`src/rtl/pfr_pkg.sv`:
```
package pfr_pkg;
    localparam int VEC_W = 8;
    localparam logic [VEC_W-1:0] VEC_PF = 8'd14;
    localparam logic [VEC_W-1:0] VEC_GP = 8'd13;

    localparam logic [1:0] ACC_LOAD  = 2'd0;
    localparam logic [1:0] ACC_STORE = 2'd1;
    localparam logic [1:0] ACC_FETCH = 2'd2;

    localparam int BIT_P    = 0;
    localparam int BIT_W    = 1;
    localparam int BIT_U    = 2;
    localparam int BIT_RSVD = 3;
    localparam int BIT_ID   = 4;
    localparam int BIT_PK   = 5;

    typedef enum logic [2:0] {
        WIN_NONE,
        WIN_ABSENT,
        WIN_RSVD,
        WIN_PKEY,
        WIN_PROT
    } win_e;
endpackage

```
`src/rtl/pfr_canon.sv`:
```
module pfr_canon #(
    parameter int VA_W   = 64,
    parameter int SHIFT4 = 47,
    parameter int SHIFT5 = 56
) (
    input  logic            long_mode,
    input  logic            five_level,
    input  logic [VA_W-1:0] vaddr,
    output logic            bad
);
    localparam int SH_W = $clog2(VA_W);
    localparam logic [SH_W-1:0] SH4 = SH_W'(SHIFT4);
    localparam logic [SH_W-1:0] SH5 = SH_W'(SHIFT5);

    logic [SH_W-1:0]        sh;
    logic signed [VA_W-1:0] ext;

    always_comb begin
        sh  = five_level ? SH5 : SH4;
        ext = $signed(vaddr) >>> sh;
        bad = long_mode && (ext != '0) && (ext != '1);
    end
endmodule

```
`src/rtl/pfr_code.sv`:
```
module pfr_code
    import pfr_pkg::*;
#(
    parameter int ERR_W = 16
) (
    input  logic             cause_absent,
    input  logic             cause_rsvd,
    input  logic             cause_prot,
    input  logic             cause_pkey,
    input  logic             user_mode,
    input  logic [1:0]       acc_kind,
    input  logic             nxe_en,
    input  logic             smep_en,
    output logic             hit,
    output logic [ERR_W-1:0] code
);
    win_e win;
    logic is_fetch;
    logic pkey_ok;

    always_comb begin
        is_fetch = (acc_kind == ACC_FETCH);
        // a key denial cannot apply to a fetch; it degrades to protection
        pkey_ok  = cause_pkey && !is_fetch;
        if (cause_absent)                  win = WIN_ABSENT;
        else if (cause_rsvd)               win = WIN_RSVD;
        else if (pkey_ok)                  win = WIN_PKEY;
        else if (cause_prot || cause_pkey) win = WIN_PROT;
        else                               win = WIN_NONE;
        hit = (win != WIN_NONE);

        code = '0;
        unique case (win)
            WIN_RSVD: code[BIT_RSVD] = 1'b1;
            WIN_PKEY: begin
                code[BIT_PK] = 1'b1;
                code[BIT_P]  = 1'b1;
            end
            WIN_PROT: code[BIT_P] = 1'b1;
            default:  ;
        endcase
        if (user_mode)                    code[BIT_U]  = 1'b1;
        if (acc_kind == ACC_STORE)        code[BIT_W]  = 1'b1;
        if (is_fetch && (nxe_en || smep_en)) code[BIT_ID] = 1'b1;
    end
endmodule

```
`src/rtl/pfr_hold.sv`:
```
module pfr_hold
    import pfr_pkg::*;
#(
    parameter int ERR_W = 16,
    parameter int VA_W  = 64
) (
    input  logic             clk,
    input  logic             rst_n,
    input  logic             load,
    input  logic [VEC_W-1:0] new_vec,
    input  logic [ERR_W-1:0] new_code,
    input  logic [VA_W-1:0]  new_addr,
    input  logic             ack,
    output logic             valid,
    output logic [VEC_W-1:0] vec,
    output logic [ERR_W-1:0] code,
    output logic [VA_W-1:0]  addr
);
    typedef struct packed {
        logic             valid;
        logic [VEC_W-1:0] vec;
        logic [ERR_W-1:0] code;
        logic [VA_W-1:0]  addr;
    } rpt_t;

    rpt_t rpt_d, rpt_q;

    always_comb begin
        rpt_d = rpt_q;
        if (!rpt_q.valid || ack) begin
            if (load) begin
                rpt_d.valid = 1'b1;
                rpt_d.vec   = new_vec;
                rpt_d.code  = new_code;
                rpt_d.addr  = new_addr;
            end else if (ack) begin
                rpt_d.valid = 1'b0;
            end
        end
    end

    always_ff @(posedge clk or negedge rst_n) begin
        if (!rst_n) rpt_q <= '0;
        else        rpt_q <= rpt_d;
    end

    assign valid = rpt_q.valid;
    assign vec   = rpt_q.vec;
    assign code  = rpt_q.code;
    assign addr  = rpt_q.addr;

    assert_hold_R9: assert property (@(posedge clk) disable iff (!rst_n)
        (rpt_q.valid && !ack) |=> (rpt_q.valid && $stable(rpt_q.code)
                                   && $stable(rpt_q.vec) && $stable(rpt_q.addr)));

    assert_ack_clear_R9: assert property (@(posedge clk) disable iff (!rst_n)
        (rpt_q.valid && ack && !load) |=> !rpt_q.valid);
endmodule

```
`src/rtl/pf_report_gen.sv`:
```
module pf_report_gen
    import pfr_pkg::*;
#(
    parameter int VA_W   = 64,
    parameter int ERR_W  = 16,
    parameter int SHIFT4 = 47,
    parameter int SHIFT5 = 56
) (
    input  logic             clk,
    input  logic             rst_n,
    input  logic             flt_valid,
    input  logic             cause_absent,
    input  logic             cause_rsvd,
    input  logic             cause_prot,
    input  logic             cause_pkey,
    input  logic             user_mode,
    input  logic [1:0]       acc_kind,
    input  logic             nxe_en,
    input  logic             smep_en,
    input  logic             chk_valid,
    input  logic             long_mode,
    input  logic             five_level,
    input  logic [VA_W-1:0]  vaddr,
    input  logic             ack,
    output logic             rpt_valid,
    output logic [7:0]       rpt_vector,
    output logic [ERR_W-1:0] rpt_code,
    output logic [VA_W-1:0]  rpt_addr
);
    logic             canon_bad;
    logic             pf_hit;
    logic [ERR_W-1:0] pf_code;
    logic             gp_take;
    logic             pf_take;
    logic             load;
    logic [VEC_W-1:0] sel_vec;
    logic [ERR_W-1:0] sel_code;

    pfr_canon #(.VA_W(VA_W), .SHIFT4(SHIFT4), .SHIFT5(SHIFT5)) u_canon (
        .long_mode (long_mode),
        .five_level(five_level),
        .vaddr     (vaddr),
        .bad       (canon_bad)
    );

    pfr_code #(.ERR_W(ERR_W)) u_code (
        .cause_absent(cause_absent),
        .cause_rsvd  (cause_rsvd),
        .cause_prot  (cause_prot),
        .cause_pkey  (cause_pkey),
        .user_mode   (user_mode),
        .acc_kind    (acc_kind),
        .nxe_en      (nxe_en),
        .smep_en     (smep_en),
        .hit         (pf_hit),
        .code        (pf_code)
    );

    always_comb begin
        gp_take  = chk_valid && canon_bad;
        pf_take  = flt_valid && pf_hit && !gp_take;
        load     = gp_take || pf_take;
        sel_vec  = gp_take ? VEC_GP : VEC_PF;
        sel_code = gp_take ? '0 : pf_code;
    end

    pfr_hold #(.ERR_W(ERR_W), .VA_W(VA_W)) u_hold (
        .clk     (clk),
        .rst_n   (rst_n),
        .load    (load),
        .new_vec (sel_vec),
        .new_code(sel_code),
        .new_addr(vaddr),
        .ack     (ack),
        .valid   (rpt_valid),
        .vec     (rpt_vector),
        .code    (rpt_code),
        .addr    (rpt_addr)
    );

    assert_pk_no_fetch_R6: assert property (@(posedge clk) disable iff (!rst_n)
        (flt_valid && acc_kind == ACC_FETCH) |-> !pf_code[BIT_PK]);

    assert_pk_has_p_R2: assert property (@(posedge clk) disable iff (!rst_n)
        (rpt_valid && rpt_code[BIT_PK]) |-> rpt_code[BIT_P]);

    assert_id_gate_R5: assert property (@(posedge clk) disable iff (!rst_n)
        (flt_valid && pf_code[BIT_ID]) |-> (nxe_en || smep_en));

    assert_gp_zero_R8: assert property (@(posedge clk) disable iff (!rst_n)
        (rpt_valid && rpt_vector == VEC_GP) |-> (rpt_code == '0));

    assert_gp_wins_R11: assert property (@(posedge clk) disable iff (!rst_n)
        (!rpt_valid && chk_valid && canon_bad && flt_valid) |=> (rpt_vector == VEC_GP));
endmodule

```
`config.mk`:
```
export PLATFORM = sky130hd
export DESIGN_NAME = pf_report_gen
export DESIGN_NICKNAME = d
export VERILOG_FILES = /design/src/rtl/pfr_pkg.sv /design/src/rtl/pfr_canon.sv /design/src/rtl/pfr_code.sv /design/src/rtl/pfr_hold.sv /design/src/rtl/pf_report_gen.sv
export SDC_FILE = /design/constraint.sdc
export NUM_CORES = 1
export LEC_CHECK = 0
export BUFFER_PORTS_ARGS = -buffer_cell sky130_fd_sc_hd__buf_2
export CAP_MARGIN = 40
export CORE_UTILIZATION = 40
export DETAILED_ROUTE_END_ITERATION = 7
export PLACE_DENSITY = 0.83
export SLEW_MARGIN = 25
export SYNTH_ARGS = -nofsm -noshare
export SYNTH_HDL_FRONTEND = slang
export SYNTH_SLANG_ARGS = --single-unit
```
`constraint.sdc`:
```
create_clock -name clk -period 1.4 [get_ports clk]
set_input_delay 0.14 -clock clk [delete_from_list [all_inputs] [get_ports clk]]
set_output_delay 0.14 -clock clk [all_outputs]
set_load 0.005 [all_outputs]
```
* Word level (Yosys, flattened, before mapping) *
Cells that the tools add are included.

storage, ports and cells
  register bits = 89
  input port bits = 80
  output and inout port bits = 89
  word-level logic and storage cells = 46

cells by class
  equal/unequal tests = 6
  shift operators = 1
  mux-type cells = 15
  reductions and logical operators = 20

operators with widths
  cell                    count
  $ne A64 B64 Y1 const B  1
  $reduce_bool A64 Y1     1
  $sshr A64 B6 Y64        1
  $mux W3                 4
  $mux W1                 8
  $logic_and A1 B1 Y1     7
  $eq A3 B2 Y1 const B    2
  $mux W6                 1
  $mux W5                 1
  $logic_or A1 B1 Y1      4
  $reduce_and A2 Y1       2
  $eq A3 B3 Y1 const B    1
  $logic_not A1 Y1        3
  $reduce_bool A3 Y1      1
  $eq A2 B1 Y1 const B    1
  $eq A2 B2 Y1 const B    1
  $mux W2                 1
  $reduce_bool A2 Y1      1
  $reduce_or A2 Y1        1

* Longest topological paths before layout *
  depth in word-level cells = 12
  depth in mapped cells = 8
  gate-level depth less buffers = 6

* Modules after synthesis *
A second synthesis with hierarchy kept.

unflattened totals
  cells, all modules = 253
  area, all modules = 3,866.2 um^2

modules (own cells, without submodules)
  module         instances  cells an instance  area each (um^2)  seq. area each (um^2)
  pfr_hold       1          189                3,388.2           2,227.1
  pf_report_gen  1          25                 236.5             0.0
  pfr_code       1          22                 145.1             0.0
  pfr_canon      1          17                 96.3              0.0

* Worst setup path after synthesis *
No wires, ideal clock.

  path kind = input port to flip-flop
  start = input five_level
  end = register u_hold.rpt_q (netlist bit u_hold.addr[14])
  setup time = 0.125 ns
  arrival = 1.536 ns
  required time = 1.275 ns
  setup slack = -0.261 ns
  stages = 8
  path buffers = 2
  path through = nand4b_1 -> o31ai_1 -> a31oi_1 -> o21a_2 -> o21ai_4 -> buf_6 -> buf_8 -> mux2_4

on the way
  longest elaborated chain between the ends = 10
  elaborated cells on any way between the ends = 11
  those cells by class = 1 x eq/ne; 1 x shift; 1 x mux; 8 x reduce/logical

ends and longest elaborated chain
  element                        line                 text
  start, declared                pf_report_gen.sv:22  input logic five_level,
  $mux W5 *                      pfr_canon.sv:19      sh = five_level ? SH5 : SH4;
  $sshr A64 B6 Y64 *             pfr_canon.sv:20      ext = $signed(vaddr) >>> sh;
  $reduce_bool A64 Y1            pfr_canon.sv:21      bad = long_mode && (ext != '0) && (ext != '1);
  $logic_and A1 B1 Y1            pfr_canon.sv:21
  $logic_and A1 B1 Y1 *          pfr_canon.sv:21
  $logic_and A1 B1 Y1 *          pf_report_gen.sv:60  gp_take = chk_valid && canon_bad;
  $logic_not A1 Y1               pf_report_gen.sv:61  pf_take = flt_valid && pf_hit && !gp_take;
  $logic_and A1 B1 Y1            pf_report_gen.sv:61
  $logic_or A1 B1 Y1 *           pf_report_gen.sv:62  load = gp_take || pf_take;
  $reduce_and A2 Y1 (no line) *  -
  end signal, assigned           pfr_hold.sv:44       else rpt_q <= rpt_d;
  end, declared                  pfr_hold.sv:26       rpt_t rpt_d, rpt_q;

Mark *: on every way between the ends. The rest lies on a longest branch, timed or not.
A chain may end at the register's enable or synchronous reset.

* Final worst setup path *
  start = input five_level
  end = register u_hold.rpt_q (netlist bit u_hold.addr[5])

The elaborated chain is that of the path after synthesis.

==> reports/results.txt <==
The filler-free cell count of the finished design is 522, and the number of antenna violations at the first check in global routing is 0. Wires add up to 8570 µm. For the length of the first detailed-routing pass in iterations, the log shows 4.

After layout, the minimum clock period comes to 1530 ps. The required time of the worst setup path is 1620 ps. Setup repair after global routing could not meet its margin everywhere. For the gate count of the mapped netlist, the log shows 219. Once the floorplan was initialized, standard cells occupied 42.3% of the core. The critical path is of the input port to flop type. The synthesized design contains 0 enable-type register cells. The share of the Yosys chip area taken by registers is 58.8%.

For the number of endpoints with negative hold slack in the final report, the log shows 0. Max-cap violations in this run came to 0. After synthesis, the mean cell area works out to 14.4 µm². The floorplan has 31 rows.

The Yosys step of the flow raised 0 warnings. The number of max-slew violations in the final report was 0. The checks that failed: negative setup slack. TritonCTS built the clock tree. The number of distinct library cell variants in the gate-level netlist after synthesis was 29; the die outline area was 8230 µm². The maximum number of pins on one net before global-route repair came out at 44. The total power density per cell area was 1260 nW/µm²; the switching share of total power was 25.6%. The logs give 4150 µm² for the standard cell area after detailed placement and 5530 µm for the post-detailed-placement half-perimeter wirelength. The achievable frequency was 652 MHz; the share of async-settable or async-resettable flops after synthesis was 100%. The area growth from synthesis to layout came out at 53.9%. The cell sitting at the root of the clock tree is a sky130_fd_sc_hd__clkbuf_8. In this run, placement finished with an instance count of 491. The worst register-to-register path has a setup slack of -60 ps. The logs give 0.767 mV for the peak ir drop on the vdd network and 13500 µm for the first-pass GRT wire length. The internal power of the cells totals 0.00454 W.

After clock tree synthesis, the clock-pin slew on the worst setup and hold paths is 80 ps. The leakage dissipation is 2.51 nW, and the net count reported at finish is 498. The worst hold path terminates at u_hold.addr[36]. The total of buffers placed on input and output ports is 154, and the top-area cell type share of the netlist area is 58.8%. Ranked by total cell area, the synthesized netlist is headed by sky130_fd_sc_hd__dfrtp_1, sky130_fd_sc_hd__mux2_2, sky130_fd_sc_hd__mux2_4, sky130_fd_sc_hd__buf_4, sky130_fd_sc_hd__nand2_1.

The mux cell area share after synthesis was 24.3%. The net switching component of the power is 0.00156 W, and the overall die height is 90.7 µm. After synthesis, the largest family of logic cells by area is multiplexers.

TritonCTS created 9 clock buffers. The share of cells above drive strength 1 came out at 66.4%. Measured in cells, the most critical reg-to-reg path has a length of 6.

Synthesis inferred 74 register bits. The worst path uses 110% of the clock period. The core region is 7450 µm². After Yosys synthesis, XOR and XNOR cells account for 0% of the synthesized area. Among all flip-flop cells after synthesis, the most frequent one is sky130_fd_sc_hd__dfrtp_1. Global routing used 21.5% of the available tracks across all layers. Between clock sinks in the finished design, the worst skew comes to 9.27 ps. The synthesized netlist devotes 5.52% of its cell area to compound gates.

The reg-to-reg startpoint was u_hold.valid. Of all nets on the critical path, the largest fanout is 6. Combinational logic is responsible for 25.2% of the overall power.

In this run, the number of DRC markers left after iteration 0 of detailed routing was 80. In the final routed layout, each cell accounts on average for 16.4 µm. For this run the aggregate overflow at the end of global routing stands at 0.

The run gives 4840 µm² as the final instance area. The most area-hungry cell type in the Yosys netlist is sky130_fd_sc_hd__dfrtp_1. The library cells used most frequently in the layout, excluding fill and tap cells, are sky130_fd_sc_hd__buf_2, sky130_fd_sc_hd__dfrtp_1, sky130_fd_sc_hd__mux2_4. After Yosys synthesis, full adders, half adders and majority gates account for 0% of the synthesized area.

Commonest non-fill, non-tap cell in the layout: sky130_fd_sc_hd__buf_2. The tightest min-delay check is of the input port to flop type. For the latest clock arrival within the worst-skew pair, the log shows 340 ps. Category of the worst setup path capture point: a flop. The final routed DRC violation total was 0; the floorplan die width was 90.7 µm. The run gives 577 as the filler cell count in the final layout. The tools report the total standard cell area after synthesis as 3150 µm². Counting every sink on the clock net gives 74. The worst hold path was traced through 2 stages. The setup-violating endpoint count in the final report was 67. The run gives 30.9% as the clock share of power. The number of global-route vias before repair was 2637; the simple-gate area share of the yosys netlist was 5.25%. Routability-driven placement finished with a final weighted congestion of 0.789. The worst max-slew margin expressed relative to the limit was 62.8%; the arrival time reported for the critical path endpoint was 1750 ps. For the worst setup slack after placement, the log shows -529 ps. Tracing the worst setup path back leads to its startpoint at five_level. In this run, flip-flops and latches consume 43.9% of the power.

The slew of the pin with the lowest slew margin was 552 ps; the maximum number of buffers from clock root to sink was 2. In this run the critical register-to-register path is captured at u_hold.addr[5]. 169 I/O pins were placed. The flow ran to the end, but the final reports show violations. STA classifies the critical path startpoint as an input port. The run gives 0 as the total inserted antenna cells. The run gives -133 ps as the worst path setup slack after routing. The count of nets left with antenna violations once routing finished came out at 0.

After detailed routing, the number of vias per cell comes to 4.93. The clock tree synthesis step divided the H-tree into 3 levels. The launch instance of the worst min-delay path was vaddr[36].

Total via count in the routed design: 2576.
sequential cells by signal, summed over array words and instances (netlist names):
register,cells
u_hold.vec,3
u_hold.valid,1
u_hold.code,6
u_hold.addr,64
final cells by class:
cell class	instances	area, µm²	share of cell area (%)
sequential	74	1850	38.2
multi-input combinational	134	1320	27.2
timing repair buffer	197	1320	27.2
clock buffer	12	155	3.20
tap	99	124	2.56
clock inverter	4	73.8	1.52
inverter	2	7.51	0.155
Yosys cell counts (2+ instances only):
library cell / instances
sky130_fd_sc_hd__mux2_4: 15
sky130_fd_sc_hd__buf_6: 2
sky130_fd_sc_hd__nor4_1: 3
sky130_fd_sc_hd__nand3_1: 4
sky130_fd_sc_hd__nand4b_1: 2
sky130_fd_sc_hd__nand2b_1: 3
sky130_fd_sc_hd__nor2_1: 4
sky130_fd_sc_hd__nor3_1: 3
sky130_fd_sc_hd__dfrtp_1: 74
sky130_fd_sc_hd__nand2_1: 11
sky130_fd_sc_hd__a32oi_1: 2
sky130_fd_sc_hd__o2bb2ai_1: 2
sky130_fd_sc_hd__buf_4: 19
sky130_fd_sc_hd__nand4_1: 2
sky130_fd_sc_hd__a21oi_1: 3
sky130_fd_sc_hd__inv_1: 2
sky130_fd_sc_hd__a31oi_1: 2
sky130_fd_sc_hd__mux2_2: 48
sky130_fd_sc_hd__o21ai_0: 8
through the flow:
stage | hold WS, ps | TNS [ps] | power (W) | util, %
floorplan | -156 | -11930 | 0.00328 | -
global placement | 17.3 | -29500 | 0.00386 | 55.7
detailed placement | 18.6 | -33460 | 0.00393 | 55.7
CTS | 6.47 | -4590 | 0.00609 | 64.0
global route | 2.48 | -9420 | 0.00638 | 65.0
finish | 25.6 | -5530 | 0.00610 | 65.0
cell families after synthesis:
group,count (synthesis)
flip-flops,74
multiplexers,63
AND/OR/NAND/NOR,33
AO/OA/AOI/OAI,24
buffers and inverters,24
other,1
worst max-delay path by stage:
stage | to | slack, ps | cells after the start
after global placement | u_hold.addr[35] | -460 | 8
final | u_hold.addr[5] | -130 | 11
after detailed placement | u_hold.addr[3] | -530 | 7
after floorplan | u_hold.addr[14] | -260 | 8
after CTS | u_hold.addr[11] | -110 | 10
after global routing | u_hold.addr[5] | -190 | 10
power groups by stage:
stage               logic (W)  clock network [W]  registers [W]
floorplan            0.000560                  0        0.00272
global placement      0.00119                  0        0.00267
detailed placement    0.00123                  0        0.00270
CTS                   0.00150            0.00192        0.00267
global route          0.00165            0.00201        0.00272
finish                0.00154            0.00189        0.00267
worst max-delay path, stage by stage:
cell	delay, ps
sky130_fd_sc_hd__buf_6	100
sky130_fd_sc_hd__buf_4	140
sky130_fd_sc_hd__nand4_1	110
sky130_fd_sc_hd__a21oi_2	60
sky130_fd_sc_hd__a31oi_1	220
sky130_fd_sc_hd__o21a_2	210
sky130_fd_sc_hd__o21ai_4	70
sky130_fd_sc_hd__buf_6	150
sky130_fd_sc_hd__buf_12	120
sky130_fd_sc_hd__buf_16	130
sky130_fd_sc_hd__mux2_4	290
layer usage:
metal | global-route usage, % | wire (µm) | vias to the layer above
met5 | 0 | 0 | -
met4 | 8.06 | 82 | 0
met3 | 4.97 | 595 | 10
met2 | 37.4 | 4370 | 142
met1 | 25.8 | 3530 | 1269
li1 | - | - | 1155
what timing repair did:
action,4_1_cts,5_1_grt
resized for setup,54,5
buffers inserted,7,1
hold endpoints to repair,74,0
gates cloned,4,2
hold buffers,1,0
pin swaps,3,3
setup endpoints to repair,64,68
Note: power is estimated with default switching activity, not from simulation.
